**src/rtl/lcp_pkg.sv**
```systemverilog
package lcp_pkg;

    typedef enum logic [1:0] {
        CLS_FULL  = 2'd0,
        CLS_HALF  = 2'd1,
        CLS_QUART = 2'd2,
        CLS_EIGHT = 2'd3
    } page_cls_e;

    typedef enum logic [1:0] {
        KIND_SKIP = 2'd0,
        KIND_EXC  = 2'd1,
        KIND_WIDE = 2'd2,
        KIND_SLOT = 2'd3
    } acc_kind_e;

endpackage

```
**src/rtl/lcp_class_decode.sv**
```systemverilog
module lcp_class_decode
    import lcp_pkg::*;
#(
    parameter int LINE_BYTES = 64,
    parameter int LINES      = 64,
    parameter int OFFW       = 14,
    localparam int LOG2_LB   = $clog2(LINE_BYTES),
    localparam int SHW       = $clog2(LOG2_LB + 1),
    localparam int PAGE_B    = LINE_BYTES * LINES
) (
    input  page_cls_e          cls,
    output logic [SHW-1:0]     slot_shift,
    output logic [OFFW-1:0]    data_size,
    output logic               compressed
);

    logic [OFFW-1:0] page_full;

    always_comb begin
        page_full  = OFFW'(PAGE_B);
        slot_shift = SHW'(LOG2_LB) - SHW'(cls);
        data_size  = page_full >> cls;
        compressed = (cls != CLS_FULL);
    end

    always_comb begin
        if (compressed) begin
            p_slot_small_r2: assert (slot_shift < SHW'(LOG2_LB));
        end
    end

endmodule

```
**src/rtl/lcp_offset_gen.sv**
```systemverilog
module lcp_offset_gen #(
    parameter int LINE_BYTES = 64,
    parameter int LINES      = 64,
    parameter int EXC_SLOTS  = 64,
    parameter int OFFW       = 14,
    localparam int LOG2_LB   = $clog2(LINE_BYTES),
    localparam int SHW       = $clog2(LOG2_LB + 1),
    localparam int LW        = $clog2(LINES),
    localparam int EW        = $clog2(EXC_SLOTS)
) (
    input  logic [LW-1:0]    line,
    input  logic [SHW-1:0]   slot_shift,
    input  logic [OFFW-1:0]  data_size,
    input  logic [EW-1:0]    exc_slot,
    output logic [OFFW-1:0]  slot_off,
    output logic [OFFW-1:0]  wide_off,
    output logic [OFFW-1:0]  exc_off
);

    localparam logic [OFFW-1:0] BURST_MASK = ~OFFW'(LINE_BYTES - 1);

    logic [OFFW-1:0] line_ext;
    logic [OFFW-1:0] exc_ext;

    always_comb begin
        line_ext = OFFW'(line);
        exc_ext  = OFFW'(exc_slot);
        slot_off = line_ext << slot_shift;
        wide_off = slot_off & BURST_MASK;
        exc_off  = data_size + OFFW'(LINE_BYTES) + (exc_ext << LOG2_LB);
    end

    always_comb begin
        p_wide_below_r8: assert (wide_off <= slot_off);
    end

endmodule

```
**src/rtl/lcp_xlate.sv**
```systemverilog
module lcp_xlate
    import lcp_pkg::*;
#(
    parameter int PA_W       = 40,
    parameter int LINE_BYTES = 64,
    parameter int LINES      = 64,
    parameter int EXC_SLOTS  = 64,
    localparam int LOG2_LB   = $clog2(LINE_BYTES),
    localparam int SHW       = $clog2(LOG2_LB + 1),
    localparam int LW        = $clog2(LINES),
    localparam int EW        = $clog2(EXC_SLOTS),
    localparam int LENW      = LOG2_LB + 1,
    localparam int PAGE_B    = LINE_BYTES * LINES,
    localparam int OFFW      = $clog2(PAGE_B + LINE_BYTES * (EXC_SLOTS + 1))
) (
    input  logic              clk,
    input  logic              rst_n,
    input  logic              req_valid,
    input  logic [LW-1:0]     req_line,
    input  logic [PA_W-1:0]   req_base,
    input  logic [1:0]        req_cls,
    input  logic              req_page_zero,
    input  logic              req_line_zero,
    input  logic              req_exc,
    input  logic [EW-1:0]     req_exc_slot,
    input  logic              req_wide,
    output logic              rsp_valid,
    output logic [PA_W-1:0]   rsp_addr,
    output logic [LENW-1:0]   rsp_len,
    output logic              rsp_skip,
    output logic              rsp_exc,
    output logic [PA_W-1:0]   rsp_meta_addr
);

    typedef struct packed {
        logic            valid;
        logic [PA_W-1:0] addr;
        logic [LENW-1:0] len;
        logic            skip;
        logic            exc;
        logic [PA_W-1:0] meta;
    } rsp_t;

    page_cls_e       cls;
    logic [SHW-1:0]  slot_shift;
    logic [OFFW-1:0] data_size;
    logic            compressed;
    logic [OFFW-1:0] slot_off;
    logic [OFFW-1:0] wide_off;
    logic [OFFW-1:0] exc_off;
    acc_kind_e       kind;
    rsp_t            rsp_d;
    rsp_t            rsp_q;

    assign cls = page_cls_e'(req_cls);

    lcp_class_decode #(
        .LINE_BYTES (LINE_BYTES),
        .LINES      (LINES),
        .OFFW       (OFFW)
    ) u_cls (
        .cls        (cls),
        .slot_shift (slot_shift),
        .data_size  (data_size),
        .compressed (compressed)
    );

    lcp_offset_gen #(
        .LINE_BYTES (LINE_BYTES),
        .LINES      (LINES),
        .EXC_SLOTS  (EXC_SLOTS),
        .OFFW       (OFFW)
    ) u_off (
        .line       (req_line),
        .slot_shift (slot_shift),
        .data_size  (data_size),
        .exc_slot   (req_exc_slot),
        .slot_off   (slot_off),
        .wide_off   (wide_off),
        .exc_off    (exc_off)
    );

    // Priority: zero page, then zero line, then overflow, then wide, then slot.
    always_comb begin
        if (req_page_zero || (compressed && req_line_zero)) begin
            kind = KIND_SKIP;
        end else if (compressed && req_exc) begin
            kind = KIND_EXC;
        end else if (compressed && req_wide) begin
            kind = KIND_WIDE;
        end else begin
            kind = KIND_SLOT;
        end
    end

    always_comb begin
        rsp_d = '0;
        if (req_valid) begin
            rsp_d.valid = 1'b1;
            if (compressed && !req_page_zero) begin
                rsp_d.meta = req_base + PA_W'(data_size);
            end
            unique case (kind)
                KIND_SKIP: begin
                    rsp_d.skip = 1'b1;
                end
                KIND_EXC: begin
                    rsp_d.exc  = 1'b1;
                    rsp_d.addr = req_base + PA_W'(exc_off);
                    rsp_d.len  = LENW'(LINE_BYTES);
                end
                KIND_WIDE: begin
                    rsp_d.addr = req_base + PA_W'(wide_off);
                    rsp_d.len  = LENW'(LINE_BYTES);
                end
                default: begin
                    rsp_d.addr = req_base + PA_W'(slot_off);
                    rsp_d.len  = LENW'(1) << slot_shift;
                end
            endcase
        end
    end

    always_ff @(posedge clk) begin
        if (!rst_n) begin
            rsp_q <= '0;
        end else begin
            rsp_q <= rsp_d;
        end
    end

    assign rsp_valid     = rsp_q.valid;
    assign rsp_addr      = rsp_q.addr;
    assign rsp_len       = rsp_q.len;
    assign rsp_skip      = rsp_q.skip;
    assign rsp_exc       = rsp_q.exc;
    assign rsp_meta_addr = rsp_q.meta;

    p_resp_follows_r1: assert property (@(posedge clk) disable iff (!rst_n)
        req_valid |=> rsp_valid);

    p_idle_clear_r11: assert property (@(posedge clk) disable iff (!rst_n)
        !req_valid |=> (!rsp_valid && rsp_addr == '0 && !rsp_skip && rsp_len == '0));

    p_len_single_r2: assert property (@(posedge clk) disable iff (!rst_n)
        (rsp_valid && !rsp_skip) |-> ($countones(rsp_len) == 1));

    p_full_len_r3: assert property (@(posedge clk) disable iff (!rst_n)
        (req_valid && req_cls == 2'd0 && !req_page_zero) |=>
        (rsp_len == LENW'(LINE_BYTES) && !rsp_skip && !rsp_exc));

    p_exc_region_r4: assert property (@(posedge clk) disable iff (!rst_n)
        (req_valid && req_cls != 2'd0 && req_exc && !req_line_zero && !req_page_zero) |=>
        (rsp_exc && rsp_addr >= $past(req_base) + PA_W'(PAGE_B >> 3) + PA_W'(LINE_BYTES)));

    p_page_zero_r6: assert property (@(posedge clk) disable iff (!rst_n)
        (req_valid && req_page_zero) |=> (rsp_skip && rsp_len == '0 && rsp_meta_addr == '0));

    p_zero_over_exc_r7: assert property (@(posedge clk) disable iff (!rst_n)
        rsp_skip |-> !rsp_exc);

endmodule

```
**config.mk**
```make
export PLATFORM = sky130hd
export DESIGN_NAME = lcp_xlate
export DESIGN_NICKNAME = d
export VERILOG_FILES = /design/src/rtl/lcp_pkg.sv /design/src/rtl/lcp_class_decode.sv /design/src/rtl/lcp_offset_gen.sv /design/src/rtl/lcp_xlate.sv
export SDC_FILE = /design/constraint.sdc
export NUM_CORES = 1
export LEC_CHECK = 0
export ABC_AREA = 1
export BUFFER_PORTS_ARGS = -buffer_cell sky130_fd_sc_hd__buf_2
export CELL_PAD_IN_SITES_DETAIL_PLACEMENT = 1
export CELL_PAD_IN_SITES_GLOBAL_PLACEMENT = 1
export CORE_ASPECT_RATIO = 0.9
export CORE_MARGIN = 3
export CORE_UTILIZATION = 41
export DETAILED_ROUTE_END_ITERATION = 8
export PLACE_DENSITY = 0.95
export SETUP_SLACK_MARGIN = 0.5
export SLEW_MARGIN = 20
export SYNTH_ARGS = -nofsm -noshare
export SYNTH_HDL_FRONTEND = slang
export SYNTH_SLANG_ARGS = --single-unit
export TNS_END_PERCENT = 20
```
**constraint.sdc**
```tcl
create_clock -name clk -period 8.82 [get_ports clk]
set_input_delay 0.441 -clock clk [delete_from_list [all_inputs] [get_ports clk]]
set_output_delay 0.441 -clock clk [all_outputs]
set_load 0.01 [all_outputs]
```
==> results by group, run 1 <==
Pwr
  – Psw: 386 µW
  – Int Pwr: 777 µW
  – Power per cell area: 146 nW/µm²
  – Flop pwr share: 0.363
  – Combinational Power Share: 0.264
  – VDD IR max: 99.4 µV
  – Leak Pwr: 0.00406 µW
  – Clock power frac: 0.374
  – Switching share of power: 0.332

GRT
  – Grt total ovfl: 0
  – Vias in the first global route: 7919
  – First-pass GRT wire length: 40600 µm
  – Initial antenna violation count: 0
  – Largest net degree at the start of global routing: 52
  – GR Util All Layers: 0.280

Route
  – WL final: 25200 µm
  – Vias per std cell: 5.44
  – Remaining antenna violation count: 0
  – DRC viols: 0
  – Wire per inst: 17.7 µm
  – Starting DRT DRC Count: 529
  – Routed vias: 7729
  – First-pass DRT Iterations: 5

Setup path
  – Worst Setup End Kind: register
  – CP max stage delay: 410 ps
  – Crit start category: input pin
  – CP max-delay cell: fa_1
  – Critical path, cell by cell: buf_2 -> inv_1 -> ha_1 -> inv_1 -> a21oi_1 -> inv_1 -> nor2_1 -> inv_1 -> ha_1 -> nor2_1 -> inv_1 -> nor2_1 -> ha_1 -> inv_1 -> fa_1 -> inv_1 -> nand2_1 -> nand3_1 -> nand3_1 -> nand2_1 -> nand2_1 -> nand2_1 -> nand3_1 -> a21oi_1
  – Worst path most repeated cell: inv_1
  – WP data required: 9100 ps
  – CP Class: input pin to register
  – Crit-path max FO: 15
  – Worst EP arrival: 4760 ps

Logic synthesis
  – Adder-cell share of the synthesized area: 0.0891
  – Synth top cells by count: 309 x nand2_1, 131 x inv_1, 124 x nand3_1
  – Leading area contributor after synthesis: dfxtp_1
  – Post-synth top area share: 0.269
  – Seq/Total Area, Yosys: 0.269
  – Flops & latches, synth: 90
  – Unique masters post-synth: 42
  – Compound-Gate Fraction of Synth Area: 0.119
  – Syn_nets: 1181
  – Synth Area in XOR/XNOR: 0.0131
  – Most frequent cell after synthesis: nand2_1
  – Post-synth EDFFs: 0
  – Yosys warns: 0
  – Synth Cell Area: 6710 µm²
  – Share of flip-flops with an asynchronous set or reset: 0
  – Synth area leaders: dfxtp_1 27%, nand2_1 17%, nand3_1 9.3%, ha_1 8.0%, inv_1 7.3%
  – Mapped Cells: 1074
  – Largest family of logic cells by synthesized area: simple AND/OR/NAND/NOR gates
  – Mapped Avg Cell Area: 6.25 µm²
  – Main synth FF type: dfxtp_1
  – Post-synthesis mux area share: 0.00149
  – Simple-gate portion of the synthesized area: 0.414

Final layout
  – Fin util: 0.507
  – Layout cell share with drive strength beyond 1: 0.185
  – Non-Filler Instances: 1421
  – Area growth, synth to finish: 18.8%
  – Multi-input logic area: 4280 µm²
  – Antenna cells: 0
  – Fill cell total of the finished layout: 2203
  – FF/Latch Area: 1800 µm²
  – Final nets: 1321

Die
  – Row Count: 43
  – Starting Density: 0.427
  – Core Area: 15700 µm²
  – Die area: 17900 µm²
  – Die H: 127 µm
  – Die W: 141 µm
  – I/O pins: 151

Timing
  – Final setup fails: 0
  – Slew Limit Fails: 0
  – Rel. slew slack: 0.289
  – Final Hold Viols: 0
  – Final setup TNS: 0 ps
  – Unrepaired setup endpoints after global routing: no
  – Max Clk Rate: 0.223 GHz
  – Slew @ Worst Pin: 1070 ps
  – Fin crit period: 4480 ps
  – Tcrit/Tclk final: 0.508

Clock tree
  – Cts hold-fix bufs: 0
  – Num CTS Buffers: 9
  – Root Driver: clkbuf_16
  – H-tree Lvls: 3
  – Post-cts resize count: 0
  – CTS tree: done
  – Clock transition at the registers of the reported paths: 60 ps
  – Sink Count: 90
  – Setup Fix Bufs, Post-CTS: 0
  – Max Root-Sink Buffers: 2

Placed design
  – Post-DP HPWL: 19700 µm
  – Port bufs: 150
  – RePlAce Congestion: 0.997
  – Inst Count DP: 1405

Run status
  – Status: finished clean

Worst hold path
  – Hold Crit Class: input pin to register
  – Hold path cells: 3

Flow run
  – Max-Cap Viols: 0
==> final timing paths <==
kind,start,to,slack [ps]
max,req_cls[0],rsp_addr[22]$_SDFF_PN0_,4340
min,req_base[5],rsp_meta_addr[5]$_SDFF_PN0_,330
==> through the flow <==
stage	instance area, µm²	power [µW]	worst slack (ps)	hold slack, ps
global route	7970	1220	4020	335
CTS	7970	1160	4440	320
detailed placement	7640	729	4120	699
floorplan	6710	622	5430	531
finish	7970	1160	4340	326
global placement	7640	718	4400	692
==> cell usage in the layout, fill, tap and decap left out, types with 9 or more instances in the layout <==
master / Yosys / final
a21boi_0: 14 / 14
a21oi_1: 73 / 73
buf_2: 8 / 150
clkbuf_16: 0 / 9
dfxtp_1: 90 / 90
ha_1: 43 / 43
inv_1: 131 / 131
inv_2: 11 / 11
nand2_1: 309 / 307
nand3_1: 124 / 124
nand4_1: 20 / 20
nor2_1: 92 / 91
nor3_1: 19 / 19
o21ai_0: 49 / 49
or2_2: 9 / 9
==> sequential cells by signal (all words and copies together), names as in the netlist <==
signal	count
rsp_addr	40
rsp_exc	1
rsp_len	7
rsp_meta_addr	40
rsp_skip	1
rsp_valid	1
==> logic make-up (layout without fill, tap and decap cells) <==
logic type	after synthesis	after routing
multiplexers	1	1
AND/OR/NAND/NOR	613	613
buffers and inverters	166	311
adder cells (fa/ha/maj)	46	46
AO/OA/AOI/OAI	148	148
flip-flops	90	90
XOR/XNOR	10	10
==> critical path, delay by kind of cell <==
kind | cells | cell delay (ps)
simple gates | 10 | 1610
fa+ha+maj | 4 | 1310
buf+inv | 8 | 1090
compound gates | 2 | 310
==> layer usage <==
metal	wire (µm)	vias up	part of all wire	global-route usage
li1	-	3755	-	-
met1	11200	3668	0.44	0.378
met4	568	0	0.023	0.0946
met3	1840	42	0.073	0.0513
met5	0	-	0	0
met2	11600	264	0.46	0.453
==> cell type report <==
type,instances,area share
Multi-Input combinational cell,818,0.537
Clock buffer,12,0.0322
Sequential cell,90,0.226
Timing Repair Buffer,153,0.0970
Tap cell,202,0.0317
Clock inverter,4,0.00926
Inverter,142,0.0669
==> power groups by stage <==
stage / clock (µW) / sequential [µW] / combinational [µW]
floorplan: 0 / 437 / 184
global placement: 0 / 430 / 288
detailed placement: 0 / 431 / 298
CTS: 441 / 422 / 301
global route: 458 / 422 / 342
finish: 435 / 421 / 307
No activity file was read; power rests on OpenSTA's default activity.
==> inputs of run 2 (changes only) <==
CORE_UTILIZATION = 38   (was 41)
PLACE_DENSITY = 0.91   (was 0.95)
clock period = 4.36 ns   (was 8.82 ns; I/O delays follow)
==> run 2 against run 1 <==
- sequential power is 100% higher
- critical path depth is 1 lower
- wire length is 3.5% higher
==> results by group, run 2 (synthesized netlist as in run 1, its figures left out) <==
Setup path
  – Crit start category: input pin
  – Critical path, cell by cell: clkbuf_4 -> clkinvlp_4 -> ha_2 -> nor2_1 -> nor2_1 -> nor2_1 -> ha_2 -> clkinvlp_4 -> buf_4 -> nand2_1 -> nand2_1 -> ha_1 -> nand2_1 -> inv_1 -> nand2_1 -> nand2_1 -> inv_1 -> nand3_1 -> nand2_1 -> nand2_1 -> nand2_1 -> nand3_1 -> a21oi_1
  – Worst Setup End Kind: register
  – CP max stage delay: 370 ps (-40 ps)
  – CP max-delay cell: ha_1
  – CP Class: input pin to register
  – Worst path most repeated cell: nand2_1
  – Crit-path max FO: 15 (unchanged)
  – Worst EP arrival: 3860 ps (-900 ps)
  – WP data required: 4620 ps (-4480 ps)

Timing
  – Unrepaired setup endpoints after global routing: no
  – Rel. slew slack: 0.548 (+0.259)
  – Tcrit/Tclk final: 0.826
  – Final Hold Viols: 0 (unchanged)
  – Slew Limit Fails: 0 (unchanged)
  – Final setup fails: 0 (unchanged)
  – Slew @ Worst Pin: 678 ps (-387 ps)
  – Max Clk Rate: 0.278 GHz
  – Final setup TNS: 0 ps (unchanged)
  – Fin crit period: 3600 ps

Die
  – Starting Density: 0.392 (-0.0351)
  – Die H: 132 µm (+3.7%)
  – Die W: 146 µm (+3.7%)
  – Die area: 19300 µm² (+7.5%)
  – Row Count: 45 (+4.7%)
  – I/O pins: 151 (unchanged)
  – Core Area: 17100 µm² (+9.0%)

Final layout
  – Fin util: 0.472 (-0.0355)
  – Layout cell share with drive strength beyond 1: 0.202 (+0.0162)
  – Most frequent cells in the layout: 307 x nand2_1, 149 x buf_2, 129 x inv_1, 124 x nand3_1, 90 x dfxtp_1
  – Most common cell after layout, fill and taps aside: nand2_1
  – Final nets: 1332 (+0.83%)
  – Area growth, synth to finish: 20.4%
  – Non-Filler Instances: 1465 (+3.1%)
  – Antenna cells: 0 (unchanged)

Pwr
  – Combinational Power Share: 0.288 (+0.024)
  – Leak Pwr: 0.00408 µW (+0.40%)
  – Clock power frac: 0.332 (-0.042)
  – Switching share of power: 0.360 (+0.0282)
  – Power per cell area: 278 nW/µm² (+91%)
  – VDD IR max: 172 µV (+73%)
  – Flop pwr share: 0.379 (+0.016)
  – Final total power: 2250 µW (+93%)
  – Int Pwr: 1440 µW (+85%)
  – Psw: 809 µW (+110%)

Clock tree
  – Root Driver: clkbuf_16
  – Clock transition at the registers of the reported paths: 70 ps (about the same)
  – Max Root-Sink Buffers: 2 (unchanged)
  – CTS tree: done
  – H-tree Lvls: 3 (unchanged)
  – Sink Count: 90 (unchanged)
  – Num CTS Buffers: 9 (unchanged)
  – Cts hold-fix bufs: 0 (unchanged)

GRT
  – Vias in the first global route: 7780 (-1.8%)
  – Largest net degree at the start of global routing: 51 (-1.9%)
  – Grt total ovfl: 0 (unchanged)
  – GR Util All Layers: 0.264 (-0.0159)
  – Initial antenna violation count: 0 (unchanged)
  – First-pass GRT wire length: 41300 µm (+1.5%)

Placed design
  – Port bufs: 150 (unchanged)
  – RePlAce Congestion: 0.932 (-6.6%)
  – Post-DP HPWL: 20600 µm (+4.2%)
  – Inst Count DP: 1442 (+2.6%)

Worst hold path
  – Hold Crit Class: input pin to register
  – Hold path cells: 3 (unchanged)

Route
  – Wire per inst: 17.8 µm (+0.40%)
  – DRC viols: 0 (unchanged)
  – Routed vias: 7834 (+1.4%)
  – Remaining antenna violation count: 0 (unchanged)
  – First-pass DRT Iterations: 5 (unchanged)
  – Starting DRT DRC Count: 588 (+11%)
  – Vias per std cell: 5.35 (-1.7%)
  – WL final: 26100 µm (+3.5%)

Flow run
  – Max-Cap Viols: 0 (unchanged)

Run status
  – Status: finished clean
[run 2: cell count changes in the layout (fill, tap and decap cells not counted), sizes merged]
cell,delta
clkbuf,-2
clkinvlp,+3
clkinv,+2
bufinv,-2
buf,+10
[run 2: metrics by stage]
step                      hold slack [ps]  setup WS (ps)  instance area (µm²)
after floorplan                       308           1190                 6710
after global placement                479            432                 7700
after detailed placement              483            170                 7700
after CTS                             103            552                 7980
after global routing                  110            460                 8080
final                                 108            758                 8080
[run 2: metal layers]
| layer | vias up | global-route usage | part of all wire |
|---|---|---|---|
| li1 | 3782 | - | - |
| met1 | 3735 | 0.366 | 0.47 |
| met2 | 280 | 0.426 | 0.44 |
| met3 | 37 | 0.0406 | 0.063 |
| met4 | 0 | 0.0805 | 0.021 |
| met5 | - | 0 | 0 |
[run 2: final timing paths]
kind                    start  slack, ps                     endpoint
setup / recovery   req_cls[0]        760      rsp_addr[17]$_SDFF_PN0_
hold / removal    req_base[8]        110  rsp_meta_addr[8]$_SDFF_PN0_
[run 2: what timing repair did]
item                                    CTS  global route
resized for setup                         0            16
endpoints found under the hold margin     0             0
setup buffers                             0             7
endpoints found under the setup margin    0            33
[run 2: final cells by class]
cell class / count / area, µm²
clock buffers: 9 / 225
well taps: 235 / 294
inverters: 142 / 541
flip-flops and latches: 90 / 1800
clock inverters: 7 / 52.6
fillers: 2410 / 9040
multi-input cells: 818 / 4300
repair buffers: 164 / 858
[run 2: worst max-delay path: cells and delay by family]
| family | cells | cell delay, ps |
|---|---|---|
| AO/OA/AOI/OAI | 1 | 210 |
| buffers and inverters | 6 | 950 |
| adder cells (fa/ha/maj) | 3 | 920 |
| AND/OR/NAND/NOR | 13 | 1560 |
[run 2: power groups by stage]
stage | Clock [µW] | Combinational [µW] | Sequential (µW)
floorplan | 0 | 373 | 885
global placement | 0 | 593 | 871
detailed placement | 0 | 612 | 871
CTS | 769 | 620 | 853
global route | 800 | 713 | 855
finish | 747 | 647 | 853
